==> config.mk <==
export PLATFORM = sky130hd
export DESIGN_NAME = duty_hold_ctrl
export DESIGN_NICKNAME = d
export VERILOG_FILES = /design/src/rtl/duty_hold_pkg.sv /design/src/rtl/duty_regs.sv /design/src/rtl/duty_timer.sv /design/src/rtl/duty_stage_gate.sv /design/src/rtl/duty_hold_ctrl.sv
export SDC_FILE = /design/constraint.sdc
export NUM_CORES = 1
export LEC_CHECK = 0
export CORE_MARGIN = 2
export CORE_UTILIZATION = 49
export DETAILED_ROUTE_END_ITERATION = 8
export HOLD_SLACK_MARGIN = 0.06
export PLACE_DENSITY = 0.84
export SLEW_MARGIN = 30
export SYNTH_ARGS = -nofsm -noshare
export SYNTH_HDL_FRONTEND = slang
export SYNTH_SLANG_ARGS = --single-unit
==> constraint.sdc <==
create_clock -name clk -period 2.3 [get_ports clk]
set_input_delay 0.23 -clock clk [delete_from_list [all_inputs] [get_ports clk]]
set_output_delay 0.23 -clock clk [all_outputs]
set_load 0.05 [all_outputs]
==> src/rtl/duty_hold_pkg.sv <==
`timescale 1ns/1ps
// Shared types for the hold/toggle duty-cycle controller.
// Assumes: a single bit is enough to encode the period and the register select.
package duty_hold_pkg;

    typedef enum logic {
        PH_TOGGLE = 1'b0,
        PH_HOLD   = 1'b1
    } phase_e;

    typedef enum logic {
        SEL_HOLD   = 1'b0,
        SEL_TOGGLE = 1'b1
    } dur_sel_e;

endpackage

==> src/rtl/duty_regs.sv <==
`timescale 1ns/1ps
// Working and shadow duration registers, plus pattern-start detection.
// What it does: software writes land in the working copies. The shadow copies
// load only on a pattern start, the first cycle with capture low after
// capture was high.
// Assumes: capture is synchronous to clk.
module duty_regs #(
    parameter int unsigned DUR_W    = 4,
    parameter int unsigned HOLD_RST = 2,
    parameter int unsigned TOG_RST  = 3
) (
    input  logic             clk,
    input  logic             rst_n,
    input  logic             capture_i,
    input  logic             wr_en_i,
    input  logic             wr_sel_i,
    input  logic [DUR_W-1:0] wr_data_i,
    output logic             pat_start_o,
    output logic [DUR_W-1:0] wk_hold_o,
    output logic [DUR_W-1:0] wk_tog_o,
    output logic [DUR_W-1:0] sh_hold_o,
    output logic [DUR_W-1:0] sh_tog_o
);
    import duty_hold_pkg::*;

    localparam logic [DUR_W-1:0] HOLD_INIT = DUR_W'(HOLD_RST);
    localparam logic [DUR_W-1:0] TOG_INIT  = DUR_W'(TOG_RST);

    logic capture_q;

    // Remember last cycle's capture level to find its falling edge.
    always_ff @(posedge clk) begin
        if (!rst_n) capture_q <= 1'b0;
        else        capture_q <= capture_i;
    end

    assign pat_start_o = capture_q & ~capture_i;

    // Working registers: take a write from the register port.
    always_ff @(posedge clk) begin
        if (!rst_n) begin
            wk_hold_o <= HOLD_INIT;
            wk_tog_o  <= TOG_INIT;
        end else if (wr_en_i) begin
            if (dur_sel_e'(wr_sel_i) == SEL_TOGGLE) wk_tog_o  <= wr_data_i;
            else                                    wk_hold_o <= wr_data_i;
        end
    end

    // Shadow registers: copy the working values only at a pattern start.
    always_ff @(posedge clk) begin
        if (!rst_n) begin
            sh_hold_o <= HOLD_INIT;
            sh_tog_o  <= TOG_INIT;
        end else if (pat_start_o) begin
            sh_hold_o <= wk_hold_o;
            sh_tog_o  <= wk_tog_o;
        end
    end

    // the shadows cannot change while capture is in progress.
    assert_shadow_frozen_R7: assert property (@(posedge clk) disable iff (!rst_n)
        capture_i |=> ($stable(sh_hold_o) && $stable(sh_tog_o)));

endmodule

==> src/rtl/duty_timer.sv <==
`timescale 1ns/1ps
// Period timer: a down-counter and the period T flip-flop.
// What it does: the counter holds the shift cycles left in the active period.
// When the period runs out, a one-cycle pulse flips the T flip-flop and the
// counter reloads with the other period's duration. A zero duration either
// turns off the hold period or pins the generator in hold.
// Assumes: adv_i is high only on counted shift cycles. restart_i comes with
// the next shadow values on nx_*_i.
module duty_timer #(
    parameter int unsigned DUR_W    = 4,
    parameter int unsigned HOLD_RST = 2,
    parameter int unsigned TOG_RST  = 3
) (
    input  logic                  clk,
    input  logic                  rst_n,
    input  logic                  adv_i,
    input  logic                  restart_i,
    input  logic [DUR_W-1:0]      sh_hold_i,
    input  logic [DUR_W-1:0]      sh_tog_i,
    input  logic [DUR_W-1:0]      nx_hold_i,
    input  logic [DUR_W-1:0]      nx_tog_i,
    output duty_hold_pkg::phase_e phase_o
);
    import duty_hold_pkg::*;

    localparam logic [DUR_W-1:0] HOLD_INIT = DUR_W'(HOLD_RST);
    localparam logic [DUR_W-1:0] TOG_INIT  = DUR_W'(TOG_RST);
    localparam logic [DUR_W-1:0] ONE       = DUR_W'(1);

    phase_e           phase_q;
    logic [DUR_W-1:0] cnt_q;
    logic             hold_off;
    logic             hold_lock;
    logic             t_pulse;
    logic [DUR_W-1:0] next_dur;

    // Period a restart begins in: hold only when toggle is 0 and hold is not.
    function automatic phase_e start_phase(input logic [DUR_W-1:0] h,
                                           input logic [DUR_W-1:0] t);
        return ((t == '0) && (h != '0)) ? PH_HOLD : PH_TOGGLE;
    endfunction

    // Duration loaded when a restart enters its starting period.
    function automatic logic [DUR_W-1:0] start_dur(input logic [DUR_W-1:0] h,
                                                   input logic [DUR_W-1:0] t);
        return (start_phase(h, t) == PH_HOLD) ? h : t;
    endfunction

    // Decode the degenerate duration settings held in the shadows.
    always_comb begin
        hold_off  = (sh_hold_i == '0);
        hold_lock = (sh_tog_i == '0) && !hold_off;
    end

    // Pulse to the T flip-flop: one cycle when the active period is spent.
    always_comb begin
        t_pulse = 1'b0;
        if (adv_i) begin
            if (hold_off)       t_pulse = (phase_q == PH_HOLD);
            else if (hold_lock) t_pulse = (phase_q == PH_TOGGLE);
            else                t_pulse = (cnt_q <= ONE);
        end
    end

    // Duration of the period that is entered after a flip.
    assign next_dur = (phase_q == PH_HOLD) ? sh_tog_i : sh_hold_i;

    // T flip-flop: keeps the active period and flips on each pulse.
    always_ff @(posedge clk) begin
        if (!rst_n)         phase_q <= start_phase(HOLD_INIT, TOG_INIT);
        else if (restart_i) phase_q <= start_phase(nx_hold_i, nx_tog_i);
        else if (t_pulse)   phase_q <= (phase_q == PH_HOLD) ? PH_TOGGLE : PH_HOLD;
    end

    // Down-counter: reloads on entering a period, else steps down on each counted cycle.
    always_ff @(posedge clk) begin
        if (!rst_n)                      cnt_q <= start_dur(HOLD_INIT, TOG_INIT);
        else if (restart_i)              cnt_q <= start_dur(nx_hold_i, nx_tog_i);
        else if (t_pulse)                cnt_q <= next_dur;
        else if (adv_i && cnt_q > ONE)   cnt_q <= cnt_q - ONE;
    end

    assign phase_o = phase_q;

    // with no counted cycle and no restart, the timer state stays put.
    assert_frozen_idle_R4: assert property (@(posedge clk) disable iff (!rst_n)
        (!adv_i && !restart_i) |=> ($stable(phase_q) && $stable(cnt_q)));

    // in normal alternation a counted cycle before expiry takes exactly one off the count.
    assert_count_step_R3: assert property (@(posedge clk) disable iff (!rst_n)
        (adv_i && !restart_i && !hold_off && !hold_lock && cnt_q > ONE)
        |=> (cnt_q == $past(cnt_q) - ONE) && (phase_q == $past(phase_q)));

    // a pulse in normal alternation always changes the period.
    assert_pulse_flips_R3: assert property (@(posedge clk) disable iff (!rst_n)
        (t_pulse && !restart_i) |=> (phase_q != $past(phase_q)));

endmodule

==> src/rtl/duty_stage_gate.sv <==
`timescale 1ns/1ps
// Stage-enable gating: one AND gate per hold stage.
// What it does: while the global hold is active, every stage enable is forced low.
// Assumes: hold_i comes straight from a register, so no glitch reaches the stages.
module duty_stage_gate #(
    parameter int unsigned STAGES = 8
) (
    input  logic              clk,
    input  logic              rst_n,
    input  logic              hold_i,
    input  logic [STAGES-1:0] en_i,
    output logic [STAGES-1:0] en_o
);
    // One AND gate per stage, masking the enable with "not in hold".
    for (genvar g = 0; g < STAGES; g++) begin : g_and
        assign en_o[g] = en_i[g] & ~hold_i;
    end

    // nothing leaks through during the hold period.
    assert_hold_masks_R2: assert property (@(posedge clk) disable iff (!rst_n)
        hold_i |-> (en_o == '0));

endmodule

==> src/rtl/duty_hold_ctrl.sv <==
`timescale 1ns/1ps
// Top of the global hold/toggle duty-cycle controller.
// What it does: runs the generator through alternating toggle and hold
// periods of programmable length, counted in shift cycles. During hold it
// masks every per-stage enable.
// Assumes: shift_en and capture are synchronous. Capture cycles are not counted.
module duty_hold_ctrl #(
    parameter int unsigned STAGES   = 8,
    parameter int unsigned DUR_W    = 4,
    parameter int unsigned HOLD_RST = 2,
    parameter int unsigned TOG_RST  = 3
) (
    input  logic              clk,
    input  logic              rst_n,
    input  logic              shift_en,
    input  logic              capture,
    input  logic              wr_en,
    input  logic              wr_sel,
    input  logic [DUR_W-1:0]  wr_data,
    input  logic [STAGES-1:0] stage_en_in,
    output logic [STAGES-1:0] stage_en_out,
    output logic              in_hold
);
    import duty_hold_pkg::*;

    logic             pat_start;
    logic             adv;
    logic [DUR_W-1:0] wk_hold;
    logic [DUR_W-1:0] wk_tog;
    logic [DUR_W-1:0] sh_hold;
    logic [DUR_W-1:0] sh_tog;
    phase_e           phase;

    // A cycle counts only when shifting and not capturing.
    assign adv = shift_en & ~capture;

    duty_regs #(.DUR_W(DUR_W), .HOLD_RST(HOLD_RST), .TOG_RST(TOG_RST)) u_regs (
        .clk         (clk),
        .rst_n       (rst_n),
        .capture_i   (capture),
        .wr_en_i     (wr_en),
        .wr_sel_i    (wr_sel),
        .wr_data_i   (wr_data),
        .pat_start_o (pat_start),
        .wk_hold_o   (wk_hold),
        .wk_tog_o    (wk_tog),
        .sh_hold_o   (sh_hold),
        .sh_tog_o    (sh_tog)
    );

    duty_timer #(.DUR_W(DUR_W), .HOLD_RST(HOLD_RST), .TOG_RST(TOG_RST)) u_timer (
        .clk       (clk),
        .rst_n     (rst_n),
        .adv_i     (adv),
        .restart_i (pat_start),
        .sh_hold_i (sh_hold),
        .sh_tog_i  (sh_tog),
        .nx_hold_i (wk_hold),
        .nx_tog_i  (wk_tog),
        .phase_o   (phase)
    );

    assign in_hold = (phase == PH_HOLD);

    duty_stage_gate #(.STAGES(STAGES)) u_gate (
        .clk   (clk),
        .rst_n (rst_n),
        .hold_i(in_hold),
        .en_i  (stage_en_in),
        .en_o  (stage_en_out)
    );

    // a zero hold duration never lets the hold period appear.
    assert_no_hold_when_zero_R5: assert property (@(posedge clk) disable iff (!rst_n)
        (sh_hold == '0) |-> !in_hold);

    // a zero toggle duration with nonzero hold pins the generator in hold.
    assert_locked_hold_R6: assert property (@(posedge clk) disable iff (!rst_n)
        ((sh_tog == '0) && (sh_hold != '0)) |-> in_hold);

    // capture freezes the period, even if shift_en is high.
    assert_capture_freeze_R8: assert property (@(posedge clk) disable iff (!rst_n)
        (capture && !pat_start) |=> $stable(in_hold));

endmodule

==> out/metrics.yaml <==
sta:
  slew_viol_final: 0
  rsz0062_at_grt: "no"
  clock.fmax_mhz: 483
  skew_ps: 18.1
  slew_headroom_pct: 65.7
  worstMarginPinSlew_ps: 512
  hold_viol: 0
  min_period_ps: 2070
  setup_violations: 0
  hold-worst-slack_ps: 502
  fin_tns_setup_ps: 0
  fin_ws_ps: 230
  fin_crit_sh_pct: 90.0
finish:
  syn2layout_area_growth_pct: 27.9
  layout_commonest_cell: "clkdlybuf4s50_1"
  nets: 199
  multi_input_area_sq_um: 752
  layout-drive-gt1-share_pct: 9.55
  final_cell_mix: "clkdlybuf4s50_1, nand2_1, dfxtp_1"
  fillers: 206
  seq_area_sq_um: 440
  diodes: 0
  final_util_pct: 64.5
pwr:
  swShare_pct: 31.3
  power.density_mw_per_mm2: 570
  p_seq_share_pct: 48.2
  leakage_nw: 0.575
  ir_drop_v: 0.000434
  p_int_uw: 613
  power_frac_clock_pct: 24.1
  p_comb_share_pct: 27.7
  switchingPower_uw: 280
  power_uw: 893
die:
  initial_core_util_pct: 50.4
  die_x_um: 54.0
  io_pins: 27
  die_y_um: 54.0
  fp.dieArea_sq_mm: 0.00292
  design.core.area_sq_mm: 0.00243
  num_rows: 18
grt:
  grt_pass1_wl_mm: 4.69
  grt_overflow_total: 0
  grt_pass1_vias: 1087
  grt_max_degree: 17
  antenna_found_initial: 0
  grt_util_all_layers_pct: 21.9
cts:
  insertion_delay_ps: 310
  cts_tree: "yes"
  cts_buffer_depth: 2
  postCtsHoldBufs: 0
  clk_pin_slew_ps: 130
  clockRootBuffer: "clkbuf_4"
  clkSinkCount: 22
  cts_setup_buffers: 0
  ctsResizeCount: 0
  numCtsBuffers: 3
  htreeDepth: 1
synth:
  syn_nets: 170
  synth.area.top_cells: "dfxtp_1, nand2_1, nor2b_1"
  synth_enable_flop_cells: 0
  synth.mux.area_fraction_pct: 3.27
  synth_compound_area_share_pct: 20.2
  async_reset_ff_share_pct: 0
  synth_xor_xnor_area_share_pct: 1.43
  yosysSeqAreaShare_pct: 35.9
  synth_top_area_share_pct: 35.9
  netlist_area_sq_mm: 0.00123
  syn_inst: 150
  yosysWarnings: 0
  yosysTopAreaCell: "dfxtp_1"
  ys_types: 40
  synthAdderAreaFrac_pct: 2.04
  ys_ff_latch: 22
  synth_top_family_by_area: "simple AND/OR/NAND/NOR gates"
  post_synth.cell_area_avg_sq_um: 8.17
  synthSimpleGateAreaFrac_pct: 34.4
  synth-main-ff-cell: "dfxtp_1"
critical_path:
  rrSetupSlack_ps: 280
  cp_slowest_stage_delay_ps: 900
  crit_family: "buffers and inverters"
  critPathArrivalTime_ps: 1840
  start_kind: "flip-flop"
  crit_fanout: 16
  crit_path_end_kind: "output port"
  cp_slowest_cell: "clkdlybuf4s50_1"
  worstSetupPathType: "flip-flop to output port"
  critical_path.cell_chain: "clkdlybuf4s50_1"
  critPathBufInv: 1
  critical_path_required_ps: 2070
drt:
  post_drt_wl_per_cell_um: 13.9
  drc: 0
  vias: 1213
  routed_via_density: 5.83
  first_pass_iters: 4
  drtIter0Drc: 56
  ant_nets: 0
  postRouteWirelength_mm: 2.90
placed_design:
  hpwl_mm: 2.27
  io_buffers: 26
  pre_cts_ws_ps: 130
  gp_congestion: 0.858
hold_path:
  min_path_type: "flip-flop to flip-flop"
outcome:
  status: "finished clean"
job:
  drv_cap: 0
==> area by class of cell <==
class	instances	area share, %
clock buffer	4	2.31
inverter	3	0.718
multi-input combinational	119	48.0
sequential	22	28.1
tap	30	2.39
timing repair buffer	30	18.5
==> power groups by stage <==
stage | sequential (mW) | clock, mW | combinational [mW]
2_1_floorplan | 0.433 | 0 | 0.162
3_3_place_gp | 0.438 | 0 | 0.240
3_5_place_dp | 0.439 | 0 | 0.246
4_1_cts | 0.430 | 0.217 | 0.246
5_1_grt | 0.435 | 0.233 | 0.267
6_report | 0.431 | 0.215 | 0.247
==> path summary, 6_finish.rpt <==
check,start,to,depth (start not counted)
max reg2reg,u_timer.cnt_q[0]$_SDFFE_PN1P_,u_timer.cnt_q[2]$_SDFFE_PN0P_,7
max,u_timer.phase_o$_SDFFE_PN0P_,in_hold,1
min,u_regs.wk_tog_o[3]$_SDFFE_PN0P_,u_regs.sh_tog_o[3]$_SDFFE_PN0P_,2
min reg2reg,u_regs.wk_tog_o[3]$_SDFFE_PN0P_,u_regs.sh_tog_o[3]$_SDFFE_PN0P_,2
==> sequential cells by signal, summed over array words and instances (netlist names) <==
| register | flops |
|---|---|
| u_timer.cnt_q | 4 |
| u_regs.sh_tog_o | 4 |
| u_timer.phase_o | 1 |
| u_regs.wk_tog_o | 4 |
| u_regs.sh_hold_o | 4 |
| u_regs.wk_hold_o | 4 |
| u_regs.capture_q | 1 |
==> Yosys cell counts (2+ instances only) <==
| cell type | number |
|---|---|
| dfxtp_1 | 22 |
| a21boi_0 | 5 |
| xor2_1 | 2 |
| inv_1 | 3 |
| a211oi_1 | 2 |
| a31oi_1 | 2 |
| or3_1 | 2 |
| a21oi_1 | 9 |
| nand2_1 | 24 |
| nor4b_1 | 2 |
| nor2_1 | 9 |
| o31ai_1 | 2 |
| o221ai_1 | 3 |
| mux2i_1 | 4 |
| nor3_1 | 8 |
| nand2b_1 | 2 |
| ha_1 | 2 |
| nand3_1 | 10 |
| nor2b_1 | 11 |
| clkbuf_1 | 6 |
==> layer usage <==
layer / vias to the layer above / GRT usage [%] / wire length [um]
li1: 600 / - / -
met1: 540 / 27.2 / 1210
met2: 67 / 38.2 / 1420
met3: 6 / 3.89 / 244
met4: 0 / 7.08 / 34
met5: - / 0 / 0
==> metrics by stage <==
stage                     area, sq um  instances
after floorplan                  1230        150
after global placement           1530        204
after detailed placement         1530        204
after CTS                        1570        208
after global routing             1570        208
final                            1570        208
==> kinds of logic (layout without fill, tap and decap cells) <==
| logic type | count (synthesis) | after routing |
|---|---|---|
| DFF | 22 | 22 |
| and+or+nand+nor | 79 | 79 |
| xor gates and xnor gates | 2 | 2 |
| AOI/OAI and AO/OA | 32 | 32 |
| muxes | 4 | 4 |
| adders and majority gates | 2 | 2 |
| buffers and inverters | 9 | 37 |
Note: power is estimated with default switching activity, not from simulation.
